`src/rtl/skew_adc_pkg.sv`:
```
package skew_adc_pkg;

   // sequencing state of the controller
   typedef enum logic [1:0] {
      CT_IDLE   = 2'd0,
      CT_STROBE = 2'd1,
      CT_CONV   = 2'd2,
      CT_READ   = 2'd3
   } ctl_state_t;

   // busy watcher state
   typedef enum logic [1:0] {
      BM_IDLE = 2'd0,
      BM_RISE = 2'd1,
      BM_HIGH = 2'd2
   } bmon_state_t;

   function automatic int unsigned max2(input int unsigned a, input int unsigned b);
      return (a > b) ? a : b;
   endfunction

endpackage

```
`src/rtl/skew_strobe_gen.sv`:
```
module skew_strobe_gen #(
   parameter int SKEW_W    = 8,
   parameter int HOLD_CLKS = 3
) (
   input  logic              clk,
   input  logic              rst_n,
   input  logic              launch,
   input  logic [SKEW_W-1:0] skew,
   input  logic              b_leads,
   output logic              conv_a,
   output logic              conv_b,
   output logic              done
);
   localparam int CW = SKEW_W + $clog2(HOLD_CLKS + 1) + 1;
   localparam logic [CW-1:0] HOLD_C = CW'(HOLD_CLKS);

   logic              active;
   logic [CW-1:0]     cnt;
   logic [CW-1:0]     skew_q;
   logic              b_lead_q;
   logic [CW-1:0]     last_cnt;
   logic              lead_on;
   logic              follow_on;

   // one counter spans both windows; the follower window is offset by skew
   always_comb begin
      last_cnt  = skew_q + HOLD_C - CW'(1);
      lead_on   = active && (cnt < HOLD_C);
      follow_on = active && (cnt >= skew_q) && (cnt < (skew_q + HOLD_C));
      done      = active && (cnt == last_cnt);
   end

   always_ff @(posedge clk or negedge rst_n) begin
      if (!rst_n) begin
         active   <= 1'b0;
         cnt      <= '0;
         skew_q   <= '0;
         b_lead_q <= 1'b0;
      end else if (launch) begin
         active   <= 1'b1;
         cnt      <= '0;
         skew_q   <= CW'(skew);
         b_lead_q <= b_leads;
      end else if (active) begin
         if (cnt == last_cnt) begin
            active <= 1'b0;
         end else begin
            cnt <= cnt + CW'(1);
         end
      end
   end

   // strobes leave through flops so the pins never glitch on decode
   always_ff @(posedge clk or negedge rst_n) begin
      if (!rst_n) begin
         conv_a <= 1'b0;
         conv_b <= 1'b0;
      end else begin
         conv_a <= b_lead_q ? follow_on : lead_on;
         conv_b <= b_lead_q ? lead_on   : follow_on;
      end
   end

endmodule

```
`src/rtl/skew_busy_monitor.sv`:
```
module skew_busy_monitor
   import skew_adc_pkg::*;
#(
   parameter int SYNC_STAGES   = 2,
   parameter int BUSY_RISE_WIN = 64,
   parameter int CONV_MAX_CLKS = 1000
) (
   input  logic clk,
   input  logic rst_n,
   input  logic arm,
   input  logic busy_i,
   output logic done,
   output logic tmo_now,
   output logic err_timeout
);
   localparam int MW = $clog2(max2(BUSY_RISE_WIN, CONV_MAX_CLKS) + 1);
   localparam logic [MW-1:0] RISE_LAST = MW'(BUSY_RISE_WIN - 1);
   localparam logic [MW-1:0] CONV_LAST = MW'(CONV_MAX_CLKS - 1);

   logic        busy_s;
   bmon_state_t st;
   logic [MW-1:0] cnt;

   generate
      if (SYNC_STAGES == 0) begin : g_nosync
         assign busy_s = busy_i;
      end else begin : g_sync
         logic [SYNC_STAGES-1:0] sr;
         always_ff @(posedge clk or negedge rst_n) begin
            if (!rst_n) sr <= '0;
            else        sr <= {sr[SYNC_STAGES-2:0], busy_i};
         end
         assign busy_s = sr[SYNC_STAGES-1];
      end
   endgenerate

   always_comb begin
      done    = (st == BM_HIGH) && !busy_s;
      tmo_now = ((st == BM_RISE) && !busy_s && (cnt == RISE_LAST)) ||
                ((st == BM_HIGH) &&  busy_s && (cnt == CONV_LAST));
   end

   always_ff @(posedge clk or negedge rst_n) begin
      if (!rst_n) begin
         st          <= BM_IDLE;
         cnt         <= '0;
         err_timeout <= 1'b0;
      end else begin
         err_timeout <= tmo_now;
         unique case (st)
            BM_IDLE: begin
               if (arm) begin
                  st  <= BM_RISE;
                  cnt <= '0;
               end
            end
            BM_RISE: begin
               if (busy_s) begin
                  st  <= BM_HIGH;
                  cnt <= '0;
               end else if (tmo_now) begin
                  st <= BM_IDLE;
               end else begin
                  cnt <= cnt + MW'(1);
               end
            end
            BM_HIGH: begin
               if (done || tmo_now) st  <= BM_IDLE;
               else                 cnt <= cnt + MW'(1);
            end
            default: st <= BM_IDLE;
         endcase
      end
   end

endmodule

```
`src/rtl/skew_adc_readout.sv`:
```
module skew_adc_readout
   import skew_adc_pkg::*;
#(
   parameter int DATA_W       = 16,
   parameter int NCH          = 8,
   parameter int RD_LOW_CLKS  = 2,
   parameter int RD_HIGH_CLKS = 2,
   localparam int CH_W        = $clog2(NCH)
) (
   input  logic              clk,
   input  logic              rst_n,
   input  logic              go,
   input  logic [DATA_W-1:0] db_i,
   input  logic              frst_i,
   output logic              cs_n,
   output logic              rd_n,
   output logic              res_valid,
   output logic [DATA_W-1:0] res_data,
   output logic [CH_W-1:0]   res_chan,
   output logic              err_frst,
   output logic              done
);
   localparam int PW = $clog2(max2(RD_LOW_CLKS, RD_HIGH_CLKS) + 1);
   localparam logic [PW-1:0]   LOW_LAST  = PW'(RD_LOW_CLKS - 1);
   localparam logic [PW-1:0]   HIGH_LAST = PW'(RD_HIGH_CLKS - 1);
   localparam logic [CH_W-1:0] CH_LAST   = CH_W'(NCH - 1);

   logic            active;
   logic            low_ph;
   logic [PW-1:0]   pc;
   logic [CH_W-1:0] ch;
   logic            strobe_q;
   logic            capture;

   always_comb begin
      capture = active && low_ph && (pc == LOW_LAST);
      done    = capture && (ch == CH_LAST);
   end

   always_ff @(posedge clk or negedge rst_n) begin
      if (!rst_n) begin
         active    <= 1'b0;
         low_ph    <= 1'b0;
         pc        <= '0;
         ch        <= '0;
         strobe_q  <= 1'b0;
         res_valid <= 1'b0;
         res_data  <= '0;
         res_chan  <= '0;
         err_frst  <= 1'b0;
      end else begin
         res_valid <= 1'b0;
         err_frst  <= 1'b0;
         if (go && !active) begin
            active   <= 1'b1;
            low_ph   <= 1'b1;
            pc       <= '0;
            ch       <= '0;
            strobe_q <= 1'b1;
         end else if (active) begin
            if (low_ph) begin
               if (capture) begin
                  // word taken on the same edge that lifts the read strobe
                  strobe_q  <= 1'b0;
                  low_ph    <= 1'b0;
                  pc        <= '0;
                  res_valid <= 1'b1;
                  res_data  <= db_i;
                  res_chan  <= ch;
                  err_frst  <= (ch == '0) ? !frst_i : frst_i;
                  if (ch == CH_LAST) active <= 1'b0;
               end else begin
                  pc <= pc + PW'(1);
               end
            end else if (pc == HIGH_LAST) begin
               strobe_q <= 1'b1;
               low_ph   <= 1'b1;
               pc       <= '0;
               ch       <= ch + CH_W'(1);
            end else begin
               pc <= pc + PW'(1);
            end
         end
      end
   end

   assign rd_n = !strobe_q;
   assign cs_n = !strobe_q;

endmodule

```
`src/rtl/skew_adc_ctrl.sv`:
```
module skew_adc_ctrl
   import skew_adc_pkg::*;
#(
   parameter int DATA_W        = 16,
   parameter int NCH           = 8,
   parameter int SKEW_W        = 8,
   parameter int HOLD_CLKS     = 3,
   parameter int SYNC_STAGES   = 2,
   parameter int BUSY_RISE_WIN = 64,
   parameter int CONV_MAX_CLKS = 1000,
   parameter int RD_LOW_CLKS   = 2,
   parameter int RD_HIGH_CLKS  = 2,
   localparam int CH_W         = $clog2(NCH)
) (
   input  logic              clk,
   input  logic              rst_n,
   input  logic              start,
   input  logic [SKEW_W-1:0] skew,
   input  logic              b_leads,
   input  logic [2:0]        os_mode,
   output logic              conv_a,
   output logic              conv_b,
   input  logic              busy_i,
   output logic              cs_n,
   output logic              rd_n,
   input  logic [DATA_W-1:0] db_i,
   input  logic              frst_i,
   output logic              res_valid,
   output logic [DATA_W-1:0] res_data,
   output logic [CH_W-1:0]   res_chan,
   output logic              err_os,
   output logic              err_timeout,
   output logic              err_frst
);
   // elaboration-time parameter checks
   generate
      if (NCH < 2 || (1 << CH_W) != NCH) begin : g_bad_nch
         $error("NCH must be a power of two, at least 2");
      end
      if (HOLD_CLKS < 2) begin : g_bad_hold
         $error("HOLD_CLKS must be at least 2");
      end
      if (SKEW_W < 1) begin : g_bad_skew
         $error("SKEW_W must be at least 1");
      end
      if (SYNC_STAGES == 1 || SYNC_STAGES < 0) begin : g_bad_sync
         $error("SYNC_STAGES must be 0 or at least 2");
      end
      if (BUSY_RISE_WIN < 1 || CONV_MAX_CLKS < 1) begin : g_bad_win
         $error("busy windows must be at least one clock");
      end
      if (RD_LOW_CLKS < 1 || RD_HIGH_CLKS < 1) begin : g_bad_rd
         $error("read phases must be at least one clock");
      end
   endgenerate

   ctl_state_t st;
   logic os_block;
   logic launch;
   logic sg_done;
   logic mon_done;
   logic mon_tmo;
   logic rd_done;

   always_comb begin
      os_block = (os_mode != 3'd0) && (skew != '0);
      launch   = start && (st == CT_IDLE) && !os_block;
   end

   skew_strobe_gen #(
      .SKEW_W    (SKEW_W),
      .HOLD_CLKS (HOLD_CLKS)
   ) u_strobe (
      .clk     (clk),
      .rst_n   (rst_n),
      .launch  (launch),
      .skew    (skew),
      .b_leads (b_leads),
      .conv_a  (conv_a),
      .conv_b  (conv_b),
      .done    (sg_done)
   );

   skew_busy_monitor #(
      .SYNC_STAGES   (SYNC_STAGES),
      .BUSY_RISE_WIN (BUSY_RISE_WIN),
      .CONV_MAX_CLKS (CONV_MAX_CLKS)
   ) u_busy (
      .clk         (clk),
      .rst_n       (rst_n),
      .arm         (sg_done),
      .busy_i      (busy_i),
      .done        (mon_done),
      .tmo_now     (mon_tmo),
      .err_timeout (err_timeout)
   );

   skew_adc_readout #(
      .DATA_W       (DATA_W),
      .NCH          (NCH),
      .RD_LOW_CLKS  (RD_LOW_CLKS),
      .RD_HIGH_CLKS (RD_HIGH_CLKS)
   ) u_read (
      .clk       (clk),
      .rst_n     (rst_n),
      .go        (mon_done && (st == CT_CONV)),
      .db_i      (db_i),
      .frst_i    (frst_i),
      .cs_n      (cs_n),
      .rd_n      (rd_n),
      .res_valid (res_valid),
      .res_data  (res_data),
      .res_chan  (res_chan),
      .err_frst  (err_frst),
      .done      (rd_done)
   );

   always_ff @(posedge clk or negedge rst_n) begin
      if (!rst_n) begin
         st     <= CT_IDLE;
         err_os <= 1'b0;
      end else begin
         err_os <= start && (st == CT_IDLE) && os_block;
         unique case (st)
            CT_IDLE:   if (launch)   st <= CT_STROBE;
            CT_STROBE: if (sg_done)  st <= CT_CONV;
            CT_CONV: begin
               if (mon_done)     st <= CT_READ;
               else if (mon_tmo) st <= CT_IDLE;
            end
            CT_READ:   if (rd_done)  st <= CT_IDLE;
            default:   st <= CT_IDLE;
         endcase
      end
   end

endmodule

```
`config.mk`:
```
export PLATFORM = sky130hd
export DESIGN_NAME = skew_adc_ctrl
export DESIGN_NICKNAME = d
export VERILOG_FILES = /design/src/rtl/skew_adc_pkg.sv /design/src/rtl/skew_strobe_gen.sv /design/src/rtl/skew_busy_monitor.sv /design/src/rtl/skew_adc_readout.sv /design/src/rtl/skew_adc_ctrl.sv
export SDC_FILE = /design/constraint.sdc
export NUM_CORES = 1
export LEC_CHECK = 0
export BUFFER_PORTS_ARGS = -buffer_cell sky130_fd_sc_hd__clkbuf_2
export CAP_MARGIN = 20
export CORE_MARGIN = 2
export CORE_UTILIZATION = 55
export CTS_CLUSTER_DIAMETER = 200
export DETAILED_ROUTE_END_ITERATION = 7
export GPL_ROUTABILITY_DRIVEN = 0
export GPL_TIMING_DRIVEN = 0
export PLACE_DENSITY_LB_ADDON = 0.12
export SETUP_SLACK_MARGIN = 0.4
export SKIP_CTS_REPAIR_TIMING = 1
export SLEW_MARGIN = 20
export SYNTH_ARGS = -nofsm -noshare
export SYNTH_HDL_FRONTEND = slang
export SYNTH_SLANG_ARGS = --single-unit
```
`constraint.sdc`:
```
create_clock -name clk -period 4.9 [get_ports clk]
set_input_delay 0.735 -clock clk [delete_from_list [all_inputs] [get_ports clk]]
set_output_delay 0.735 -clock clk [all_outputs]
set_load 0.02 [all_outputs]
```
Word-level counts from Yosys, hierarchy flattened
Cells that the tools add are included.
{"block": "classes", "n_addsub": 6, "multipliers": 0, "div": 0, "n_lt_le_gt_ge": 3, "n_eq_ne": 22, "n_shift": 0, "mux": 56, "bitwise_logic": 1, "n_reduce_logical": 42}
{"op": "$mux W10", "count": 4}
{"op": "$mux W11", "count": 3}
{"op": "$pmux W10 S3", "count": 1}
{"op": "$mux W1", "count": 29}
{"op": "$mux W2", "count": 13}
{"op": "$logic_and A1 B1 Y1", "count": 18}
{"op": "$ne A2 B2 Y1 const B", "count": 8}
{"op": "$mux W3", "count": 4}
{"op": "$reduce_and A4 Y1", "count": 3}
{"op": "$add A11 B1 Y11 const B", "count": 1}
{"op": "$eq A11 B11 Y1", "count": 1}
{"op": "$ge A11 B8 Y1", "count": 1}
{"op": "$lt A11 B11 Y1", "count": 1}
{"op": "$lt A11 B2 Y1 const B", "count": 1}
{"op": "$add A10 B1 Y10 const B", "count": 1}
{"op": "$eq A10 B10 Y1 const B", "count": 1}
{"op": "$eq A10 B6 Y1 const B", "count": 1}
{"op": "$sub A9 B1 Y10 const B", "count": 1}
{"op": "$add A8 B2 Y9 const B", "count": 1}
{"op": "$reduce_and A3 Y1", "count": 3}
{"op": "$reduce_bool A3 Y1", "count": 3}
{"op": "$pmux W2 S4", "count": 1}
{"op": "$reduce_bool A8 Y1", "count": 1}
{"op": "$eq A2 B1 Y1 const B", "count": 3}
{"op": "other kinds (15)", "count": 26}
{"block": "totals", "ff_bits": 70, "latch_bits": 0, "ram_bits": 0, "romBits": 0, "word_cells": 151, "n_memories": 0}

Depth between registers and ports, before layout
{"block": "depth", "word_depth": 7, "mapped_depth": 15, "depth_no_buf": 12}

Cells and area by module
A second synthesis with hierarchy kept.
{"block": "hier_totals", "cells_unflattened": 466, "hier_area_um2": 4344.2}
{"mod": "skew_strobe_gen", "instances": 1, "cells_per_inst": 221, "area_per_inst_um2": 1973.1, "seq_area_each_um2": 575.6}
{"mod": "skew_adc_readout", "instances": 1, "cells_per_inst": 129, "area_per_inst_um2": 1243.7, "seq_area_each_um2": 725.7}
{"mod": "skew_busy_monitor", "instances": 1, "cells_per_inst": 95, "area_per_inst_um2": 935.9, "seq_area_each_um2": 375.4}
{"mod": "skew_adc_ctrl", "instances": 1, "cells_per_inst": 21, "area_per_inst_um2": 191.4, "seq_area_each_um2": 75.1}

Worst setup path before layout
Ideal clock, no wire load.
{"block": "synth_path", "path_kind": "flip-flop to flip-flop", "start": "register u_strobe.skew_q[0]", "end": "register u_busy.cnt[5]", "setup_time_ns": 0.121, "t_arrival_ns": 3.044, "t_required_ns": 4.779, "slack_ns": 1.735, "path_stages_with_launch": 16, "period_less_slack_ns": 3.165, "path_cell_list": "dfrtp_1 > buf_2 > inv_1 > ha_1 > buf_4 > and4b_1 > buf_2 > nand4_2 > or4_1 > a21bo_1 > nand3_1 > o2111a_1 > o21a_2 > buf_6 > o21ai_0 > a22o_1"}
{"block": "synth_via", "elab_chain_cells": 6}
{"item": "start: declaration", "line": "skew_strobe_gen.sv:19", "source": "logic [CW-1:0] skew_q;"}
{"item": "start signal: assignment", "line": "skew_strobe_gen.sv:42", "source": "skew_q <= CW'(skew);"}
{"item": "$add A8 B2 Y9", "line": "skew_strobe_gen.sv:27", "source": "last_cnt = skew_q + HOLD_C - CW'(1);"}
{"item": "$sub A9 B1 Y10", "line": "skew_strobe_gen.sv:27"}
{"item": "$eq A11 B11 Y1", "line": "skew_strobe_gen.sv:30", "source": "done = active && (cnt == last_cnt);"}
{"item": "$logic_and A1 B1 Y1", "line": "skew_strobe_gen.sv:30"}
{"item": "$ne A2 B2 Y1 (no source line)"}
{"item": "$reduce_and A4 Y1 (no source line)"}
{"item": "end signal: assignment", "line": "skew_busy_monitor.sv:64", "source": "cnt <= cnt + MW'(1);"}
{"item": "end signal: assignment", "line": "skew_busy_monitor.sv:69", "source": "else cnt <= cnt + MW'(1);"}
{"item": "end: declaration", "line": "skew_busy_monitor.sv:22", "source": "logic [MW-1:0] cnt;"}
No other way between the ends.
A chain may end at the register's enable or synchronous reset.

Worst setup path in the final report
Same ends and word-level chain as after synthesis.

==> results by stage <==
Run status:
- The run finished with clean final reports.

Place:
- Once detailed placement completed, the half-perimeter wirelength came to 6687 um.
- The count of port buffers added during placement is 59.
- Once placement completed, the tool counted placed cells totaling around 640.

Timing:
- The fmax is between 200 and 300 MHz.
- Counting I/O delays and the setup requirement, the final critical path takes about 3.8 ns.
- The setup-violating endpoint count in the final report is 0.
- Setup repair after global routing left no endpoint under its margin.
- For the pin with the worst max-slew slack, the measured transition is about 0.61 ns.
- The headroom to the max-slew limit is 0.5900.
- On the final layout, the worst hold slack is ~0.30 ns.
- The final-report max-slew violation count is 0.
- Summed over all failing endpoints, the final setup total negative slack is 0 ns.
- The total count of hold-check failures in the final report was 0.
- Clock skew on the completed layout was measured at between 0.01 and 0.015 ns.
- The share of the cycle needed by the critical path after routing is 0.7804.

Global routing:
- The via count of the first global-routing pass came to 3399.
- Global routing finished with a remaining overflow of 0.
- The maximum number of pins on one net before global-route repair is 52.
- The initial antenna violation count is 0.
- The overall fraction of global-route tracks in use is 0.2286.
- The global-route wire length before repair is approximately 16000 um.

Clocking:
- TritonCTS built the clock tree.
- Clock-pin slew was measured on the worst setup and hold paths at around 0.080 ns.
- The number of clock sinks is 70.
- The depth of the CTS H-tree is 3.
- The clock insertion delay at the later pin of the skew report is approximately 0.35 ns.
- The CTS buffer count is 9.
- The root cell of the clock tree is clkbuf_8.
- In this run the deepest clock path goes through 2 buffers.

Final layout:
- The number of standard cells in the layout, taps in and fillers out is around 650.
- The total area of multi-input combinational cells is ~2300 um^2.
- After filler insertion, the fill cell instance count of the layout stands at 660.
- The synthesis-to-layout area growth is 14.45%.
- Of the cells placed in the final design, the portion with a size suffix greater than 1 is 0.1757.
- The repair_antennas step left the layout with diodes totalling 0.
- The final net count is approximately 610.
- The sequential cells in the finished layout cover a total of between 1500 and 2000 um^2.

Detailed routing:
- The routed layout has approximately 3700 vias.
- The number of DRC markers after the initial detailed-route iteration is about 190.
- Summed over all layers, the routed wires come to around 8900 um.
- The count of nets left with antenna violations once routing finished came out at 0.
- The first TritonRoute pass finished after 4 iterations.
- After detailed routing, the number of remaining DRC violations is 0.
- After detailed routing, the average wire length per cell comes to around 14 um.
- Dividing the detail-routed via count by the number of cells gives approximately 5.6.

Critical path:
- For the worst flop-to-flop path, the logic depth is 15.
- The buffer and inverter count on the worst path is 5.
- Walking the worst path, the cells encountered are buf_2, inv_1, ha_1, buf_4, and4b_1, buf_2, o211ai_1, nor4bb_1, a21bo_1, nand3_1, o2111a_1, o21a_2, buf_6, o21ai_0, a22o_1.
- The cell repeated most along the worst path is buf_2.
- The category of cells accounting for the largest share of critical-path delay is compound AO/OA/AOI/OAI gates.
- The worst setup path is of the flop to flop kind.
- On the critical path, the stage with the largest delay is an instance of nor4bb_1.
- For the worst setup path, the data arrival time is around 4.1 ns.
- In this run the number of cells on the critical path is 15.
- The largest stage delay on the critical path is about 0.57 ns.
- STA classifies the critical path startpoint as a flop.
- The maximum fanout count along the critical path is 10.
- Data on the critical path is required at its endpoint by around 5.1 ns.
- The kind of end point of the critical path is a flop.

Floorplan:
- The initialized floorplan defines 32 standard-cell rows.
- The floorplan die height is 92.03 um.
- The die covers between 8000 and 9000 um^2.
- The initial utilization of the core area, before any placement, comes to 0.5602.
- During I/O placement, the number of pins put on the boundary was 60.
- In this run the standard cell core region covers roughly 7600 um^2.
- The x dimension of the die is just over 90 um.

Power:
- The overall power of the completed layout is between 1000 and 1500 uW.
- Dividing total power by cell area gives a power density of just over 200 nW/um^2.
- The worst IR drop on VDD is between 0.00015 and 0.0002 V.
- The leakage power summed over all cells is 0.002252 uW.

Yosys:
- The synthesized area is about 4300 um^2.
- The total number of yosys warnings is 0.
- In this run, synthesis produced a sequential element count of 70.
- After technology mapping, the gate count stands at about 480.
- For this run, the register share of the synthesized area comes to 0.4110.
- For this run, the leading register cell type out of synthesis is dfrtp_1.
- Ranked by total cell area, the synthesized netlist is headed by dfrtp_1 41%, nand2_1 8.5%, ha_1 8.2%.
- The number of nets handed over by synthesis was ~540.
- The share of synthesized flip-flops with an asynchronous set or reset is 1.000.
- The most area-hungry cell type in the Yosys netlist is dfrtp_1.
- The share of the synthesized area in the top cell type is 0.4110.
- The number of synthesized flops with an enable pin is 0.
- Counting distinct cell types in the post-synthesis netlist gives between 60 and 70.
- The average instance area after synthesis is 8.934 um^2.

Run:
- The number of violations of the max-capacitance limit is 0.

Hold path:
- The type of the worst min-delay path is primary input to asynchronous set/reset pin.
==> power by group <==
part | switching, uW | total [uW] | internal, uW
registers | 0.529 | 579 | 578
clock network | 223 | 402 | 180
logic | 15.7 | 28.2 | 12.5
==> through the flow <==
stage | cell area [um^2] | utilization | setup WS (ns)
floorplan | 4262 | - | 1.735
global route | 4877 | 0.6411 | 0.8901
finish | 4877 | 0.6411 | 1.076
global placement | 4684 | 0.6158 | 1.167
detailed placement | 4715 | 0.6197 | 1.112
CTS | 4877 | 0.6411 | 1.095
==> kinds of logic (layout without fill, tap and decap cells) <==
logic type / Yosys count / count (layout) / synth area share
DFF: 70 / 70 / 0.4110
buffers and inverters: 45 / 120 / 0.04903
muxes: 8 / 8 / 0.01938
adders and majority gates: 28 / 28 / 0.08221
and+or+nand+nor: 209 / 209 / 0.2413
xor gates and xnor gates: 15 / 15 / 0.03083
AOI/OAI and AO/OA: 102 / 102 / 0.1662
==> worst paths after layout <==
kind,start,to,slack [ns]
setup / recovery,u_strobe.skew_q[0],u_busy.cnt[5],1.08
hold / removal,rst_n,u_busy.cnt[6],0.30
setup reg to reg,u_strobe.skew_q[0],u_busy.cnt[5],1.08
hold reg to reg,u_busy.g_sync.sr[0],u_busy.g_sync.sr[1],0.35
max in group asynchronous,rst_n,u_strobe.conv_a,4.06
min in group clk,u_busy.g_sync.sr[0],u_busy.g_sync.sr[1],0.35
==> layer usage <==
layer	global-route usage	share of wire
met1	0.3140	0.46
met2	0.3640	0.48
met3	0.04355	0.037
met4	0.08085	0.020
met5	0	0
==> flip-flops by register name, indices dropped and copies added (netlist names), 3 cells and up <==
signal and cells:
u_read.ch 3, u_read.res_data 16, u_strobe.cnt 11, u_busy.cnt 10
u_strobe.skew_q 8, u_read.res_chan 3
==> layout by cell type, fill, tap and decap left out, types with 6 or more instances in the layout <==
cell type,count
mux2i_1,6
nor2b_1,10
and3_1,6
nor2_1,19
ha_1,28
nand4_1,7
a21oi_1,14
or4_1,7
nor3_1,12
xnor2_1,11
clkbuf_1,10
a22o_1,10
inv_1,23
nand2_1,96
clkbuf_8,9
nand3_1,20
clkbuf_2,58
nor4_1,6
o21ai_0,32
dfrtp_1,70
nand2b_1,7
o21a_1,7
==> area by class of cell <==
class | count | share of cell area
multi-input cells | 362 | 0.4718
flip-flops and latches | 70 | 0.3592
repair buffers | 60 | 0.06670
well taps | 102 | 0.02617
clock buffers | 9 | 0.02540
plain buffers | 21 | 0.02437
inverters | 24 | 0.01847
clock inverters | 6 | 0.007953
==> Yosys cell counts (all sizes together), types with 6 or more instances <==
| master | number |
|---|---|
| nand4 | 8 |
| nor4 | 7 |
| nor3 | 12 |
| nor2 | 19 |
| a21oi | 14 |
| nand2 | 97 |
| clkbuf | 10 |
| a22o | 10 |
| mux2i | 6 |
| o21a | 8 |
| nand3 | 20 |
| buf | 11 |
| nand2b | 7 |
| ha | 28 |
| o211ai | 6 |
| dfrtp | 70 |
| nor2b | 10 |
| xnor2 | 11 |
| o21ai | 33 |
| and3 | 6 |
| inv | 23 |
| or4 | 7 |
==> worst register-to-register path, cell delays in order, from the launching register on <==
cell and delay [ns]:
dfrtp_1 0.48, buf_2 0.27, inv_1 0.11, ha_1 0.20
buf_4 0.16, and4b_1 0.23, buf_2 0.17, o211ai_1 0.16
nor4bb_1 0.57, a21bo_1 0.28, nand3_1 0.12, o2111a_1 0.30
o21a_2 0.18, buf_6 0.13, o21ai_0 0.08, a22o_1 0.26
Power figures use the tool's default switching activity.
